[src/rtl/exc_prio_ctrl.sv]
module exc_prio_ctrl #(
  parameter int NSRC  = 5,
  parameter int DEPTH = 5,
  parameter int IDW   = 3,
  parameter int PW    = 4
) (
  input  logic            clk,
  input  logic            rst,
  input  logic [NSRC-1:0] req,
  input  logic            done,
  output logic            act_valid,
  output logic [IDW-1:0]  act_id,
  output logic [PW-1:0]   act_prio,
  output logic            preempt
);
  localparam int SPW = $clog2(DEPTH + 1);

  function automatic logic [PW-1:0] prio_of(input logic [IDW-1:0] id);
    case (id)
      IDW'(0):  prio_of = PW'(0);
      IDW'(1):  prio_of = PW'(1);
      IDW'(2):  prio_of = PW'(2);
      IDW'(3):  prio_of = PW'(3);
      default:  prio_of = PW'(15);
    endcase
  endfunction

  logic [NSRC-1:0] pend, cand, take_mask;
  logic [IDW-1:0]  stk [DEPTH];
  logic [SPW-1:0]  sp;
  logic [IDW-1:0]  best_id, top_id;
  logic            best_v, take, push, pop, go_idle;

  assign cand     = pend | req;
  assign act_prio = prio_of(act_id);
  assign top_id   = (sp != '0) ? stk[sp - 1'b1] : '0;

  always_comb begin
    best_v  = 1'b0;
    best_id = '0;
    for (int i = 0; i < NSRC; i++)
      if (cand[i] && (!best_v || prio_of(IDW'(i)) < prio_of(best_id))) begin
        best_v  = 1'b1;
        best_id = IDW'(i);
      end
  end

  always_comb begin
    take    = 1'b0;
    push    = 1'b0;
    pop     = 1'b0;
    go_idle = 1'b0;
    if (act_valid && done) begin
      if (best_v && (sp == '0 || prio_of(best_id) < prio_of(top_id))) take = 1'b1;
      else if (sp != '0) pop = 1'b1;
      else go_idle = 1'b1;
    end else if (act_valid) begin
      if (best_v && prio_of(best_id) < act_prio) begin
        take = 1'b1;
        push = 1'b1;
      end
    end else if (best_v) begin
      take = 1'b1;
    end
  end

  assign take_mask = take ? (NSRC'(1) << best_id) : '0;

  always_ff @(posedge clk) begin
    if (rst) begin
      pend      <= '0;
      sp        <= '0;
      act_valid <= 1'b0;
      act_id    <= '0;
      preempt   <= 1'b0;
    end else begin
      pend    <= cand & ~take_mask;
      preempt <= push;
      if (push) begin
        stk[sp] <= act_id;
        sp      <= sp + 1'b1;
      end
      if (pop) begin
        act_id <= top_id;
        sp     <= sp - 1'b1;
      end
      if (take) begin
        act_valid <= 1'b1;
        act_id    <= best_id;
      end
      if (go_idle) act_valid <= 1'b0;
    end
  end

  AST_NO_OVERFLOW: assert property (@(posedge clk) disable iff (rst)
    push |-> sp < SPW'(DEPTH));
  AST_VALID_CODE: assert property (@(posedge clk) disable iff (rst)
    act_valid |-> act_id < IDW'(NSRC));
  AST_IDLE_TAKE: assert property (@(posedge clk) disable iff (rst)
    (!act_valid && (req != '0)) |=> act_valid && !preempt);
  AST_PREEMPT_URGENT: assert property (@(posedge clk) disable iff (rst)
    preempt |-> act_valid && act_prio < $past(act_prio));
  AST_NO_WEAKER: assert property (@(posedge clk) disable iff (rst)
    (act_valid && !done) |=> act_valid && act_prio <= $past(act_prio));
  AST_RETURN_IDLE: assert property (@(posedge clk) disable iff (rst)
    (act_valid && done && sp == '0 && cand == '0) |=> !act_valid);
  AST_IDLE_DONE: assert property (@(posedge clk) disable iff (rst)
    (!act_valid && done && req == '0) |=> !act_valid && $stable(sp));
endmodule

[config.mk]
export PLATFORM = sky130hd
export DESIGN_NAME = exc_prio_ctrl
export DESIGN_NICKNAME = d
export VERILOG_FILES = /design/src/rtl/exc_prio_ctrl.sv
export SDC_FILE = /design/constraint.sdc
export NUM_CORES = 1
export LEC_CHECK = 0
export CORE_ASPECT_RATIO = 1.25
export CORE_MARGIN = 2
export CORE_UTILIZATION = 56
export DETAILED_ROUTE_END_ITERATION = 12
export DONT_BUFFER_PORTS = 1
export GPL_ROUTABILITY_DRIVEN = 0
export PLACE_DENSITY = 0.74
export SETUP_SLACK_MARGIN = 0.02
export SLEW_MARGIN = 20
export SYNTH_ARGS = -nofsm -noshare
export SYNTH_HDL_FRONTEND = slang
export SYNTH_SLANG_ARGS = --single-unit
[constraint.sdc]
create_clock -name clk -period 3.32 [get_ports clk]
set_clock_uncertainty 0.15 [all_clocks]
set_input_delay 0.332 -clock clk [delete_from_list [all_inputs] [get_ports clk]]
set_output_delay 0.332 -clock clk [all_outputs]
set_load 0.05 [all_outputs]
==> results.md <==
- Status: completed
- Metal3 WL: 221 um
- Warnings from Yosys: 0
- Minimum clock period: 3130 ps
- Crit Path Max Fanout: 4
- Slowest stage delay, CP: 550 ps
- Core Region: 2860 um2
- Highest metal used: met4
- Die width: 52.5 um
- Crit start category: register
- Mapped Area: 1650 um2
- Area Growth Syn to Fin: 18.6%
- Final Slew Violations: 0
- Syn Inst Count: 168
- Vias/cell: 6.32
- First-iteration detailed-routing DRC count: 82
- Grt ovf: 0
- Yosys reg bits: 28
- Hold_ws: 14.1 ps
- R2R cell count: 12
- R2R Setup Slk: 190 ps
- Initial Util: 0.576
- Met1 Routed Length: 1590 um
- DIE HEIGHT: 64.7 um
- Slowest stage cell, crit path: mux4_1
- Largest net degree at the start of global routing: 17
- I/O Pins: 17
- Root Driver: clkbuf_4
- Die ar.: 3400 um2
- Worst EP required: 3440 ps
- Clock transition at path regs: 160 ps
- Peak supply drop: 0.000327 V
- H-tree depth: 1
- Worst reg2reg path endpoint: pend[2]$_SDFF_PP0_
- Final nets: 208
- WL per Instance: 17.9 um
- WHS Endpoint: act_valid$_SDFFE_PP0P_
- Most frequent cells in the layout: buf_4, nor2_1, nand2_1, edfxtp_1, dfxtp_1
- Pwr/cell area: 435 nW/um2
- Rows: 22
- Final count of negative-setup-slack endpoints: 0
- Synth unique cells: 47
- Worst Path Arrival: 3250 ps
- Residual DRC: 0
- Routed wire length: 4090 um
- Commonest non-fill, non-tap cell in the layout: buf_4
- Synth Area per Inst: 9.82 um2
- Max Fclk: 320 MHz
- Pleak: 0.782 nW
- Share of cells above drive strength 1: 0.260
- Num CTS Buffers: 3
- Initial antenna violation count: 0
- Total number of vias: 1441
- Number of synthesized flops with an enable pin: 15
- Clk buf depth: 2
- Post-DP HPWL: 3060 um
- Overall routing resource usage: 0.266
- DP Worst Slack: -95.8 ps
- Met2 WL post-DR: 2140 um
- Async S/R FF share, synth: 0
- Critical Path Sink Type: register
- Skew-Pair Late Insertion Delay: 350 ps
- HP Start: done
- Max_slew headroom: 0.675
- Post-synthesis sequential area ratio: 0.431
- RSZ-0062 raised after global routing: yes
- Max Cap Viol: 0
- Crit-path cells: buf_4 > mux4_1 > mux2_2 > a22o_1 > nor2_1 > ha_1 > o21ai_2 > nor3b_1 > a21oi_1 > and3_1 > o21ai_0 > o211a_1
- Final setup margin: 191 ps
- Hold path depth: 3
- Critical register-to-register path startpoint: sp[0]$_SDFFE_PP0P_
- Worst slew pin tran: 487 ps
- Period utilization: 0.943
- PortBufs: 0
- First-pass GRT wire length: 6550 um
- Antenna Nets Post-Route: 0
- Hold WC Path Type: in -> reg
- CTS tree: yes
- Setup Crit Path Kind: reg -> reg
- ANT cells: 0
- Vias in the first global route: 1442
- Hold Violations, Final: 0
- Synthesized net count: 183
- Ys flop type: edfxtp_1
- DRT Pass-1 Iters: 4
- TritonCTS Sinks: 28
[state kept, by name, summed over array words and instances (netlist names)]
register and count:
stk 15, act_id 3, act_valid 1, sp 3, preempt 1, pend 5
[cell usage after synthesis, drive strengths merged (2+ instances only)]
cell type	count	area, um2
a221oi	2	23.8
nand2b	2	12.5
o211ai	2	15.0
or4	2	15.0
buf	3	26.3
nor2b	3	18.8
a22o	3	26.3
nor3	10	50.1
nand2	15	56.3
a31oi	2	12.5
edfxtp	15	450
dfxtp	13	260
inv	7	31.3
nor4	3	18.8
and3	4	25.0
or2	3	18.8
o21ai	6	30.0
nor2	22	82.6
mux2	3	37.5
nand3	5	25.0
ha	7	87.6
a211oi	3	22.5
mux4	4	101
a21oi	9	45.0
clkbuf	3	11.3
nand4	2	12.5
[final cells by class]
class,instances,area (um2)
multi-input cells,127,913
fillers,230,907
flip-flops and latches,28,716
repair buffers,26,198
well taps,36,45.0
inverters,7,31.3
clock inverters,1,30.0
clock buffers,3,22.5
[metrics by stage]
stage          cell area (um2)  power, mW  std cells  utilization  TNS, ps
6_report                  1960      0.851        228        0.683        0
5_1_grt                   1960      0.884        228        0.683    -26.1
4_1_cts                   1890      0.824        226        0.662        0
3_5_place_dp              1830      0.597        221        0.639     -544
3_3_place_gp              1830      0.592        221        0.639        0
2_1_floorplan             1650      0.542        168            -        0
[worst max-delay path by stage]
stage	start	to	slack [ps]	cells past startpoint
after floorplan	sp[0]$_SDFFE_PP0P_	sp[2]$_SDFFE_PP0P_	20	13
after global placement	sp[0]$_SDFFE_PP0P_	pend[4]$_SDFF_PP0_	0.4	14
after detailed placement	sp[0]$_SDFFE_PP0P_	act_id[2]$_SDFFE_PP0P_	-100	14
after CTS	sp[0]$_SDFFE_PP0P_	act_id[2]$_SDFFE_PP0P_	30	14
after global routing	sp[0]$_SDFFE_PP0P_	act_id[2]$_SDFFE_PP0P_	-30	13
final	sp[0]$_SDFFE_PP0P_	pend[2]$_SDFF_PP0_	190	12
[power breakdown]
group	switching, mW	total [mW]	internal (mW)
logic	0.130	0.229	0.0987
registers	0.0135	0.390	0.376
clock network	0.110	0.233	0.122
[metal layers]
metal / vias to the layer above / global-route usage
met1: 690 / 0.320
li1: 684 / -
met3: 11 / 0.0207
met4: 0 / 0.135
met5: - / 0
met2: 56 / 0.463
[timing repair]
action / CTS / global route
setup buffers: 0 / 2
hold buffers: 1 / 0
resized for setup: 2 / 11
pin swaps: 0 / 2
endpoints found under the setup margin: 9 / 11
endpoints found under the hold margin: 10 / 0
[critical path: cells and delay by family (launching register included)]
family,cells,cell delay [ps]
AOI/OAI and AO/OA,5,880
muxes,2,840
DFF,1,410
and+or+nand+nor,3,400
adders and majority gates,1,250
buffers and inverters,1,120
[cell families (layout without fill, tap and decap cells)]
family,count (synthesis),after routing,synth area share
AOI/OAI and AO/OA,36,36,0.156
xor gates and xnor gates,1,1,0.00531
adders and majority gates,7,7,0.0531
buffers and inverters,13,37,0.0417
DFF,28,28,0.431
muxes,8,8,0.0903
and+or+nand+nor,75,75,0.223
Power figures use the tool's default switching activity.
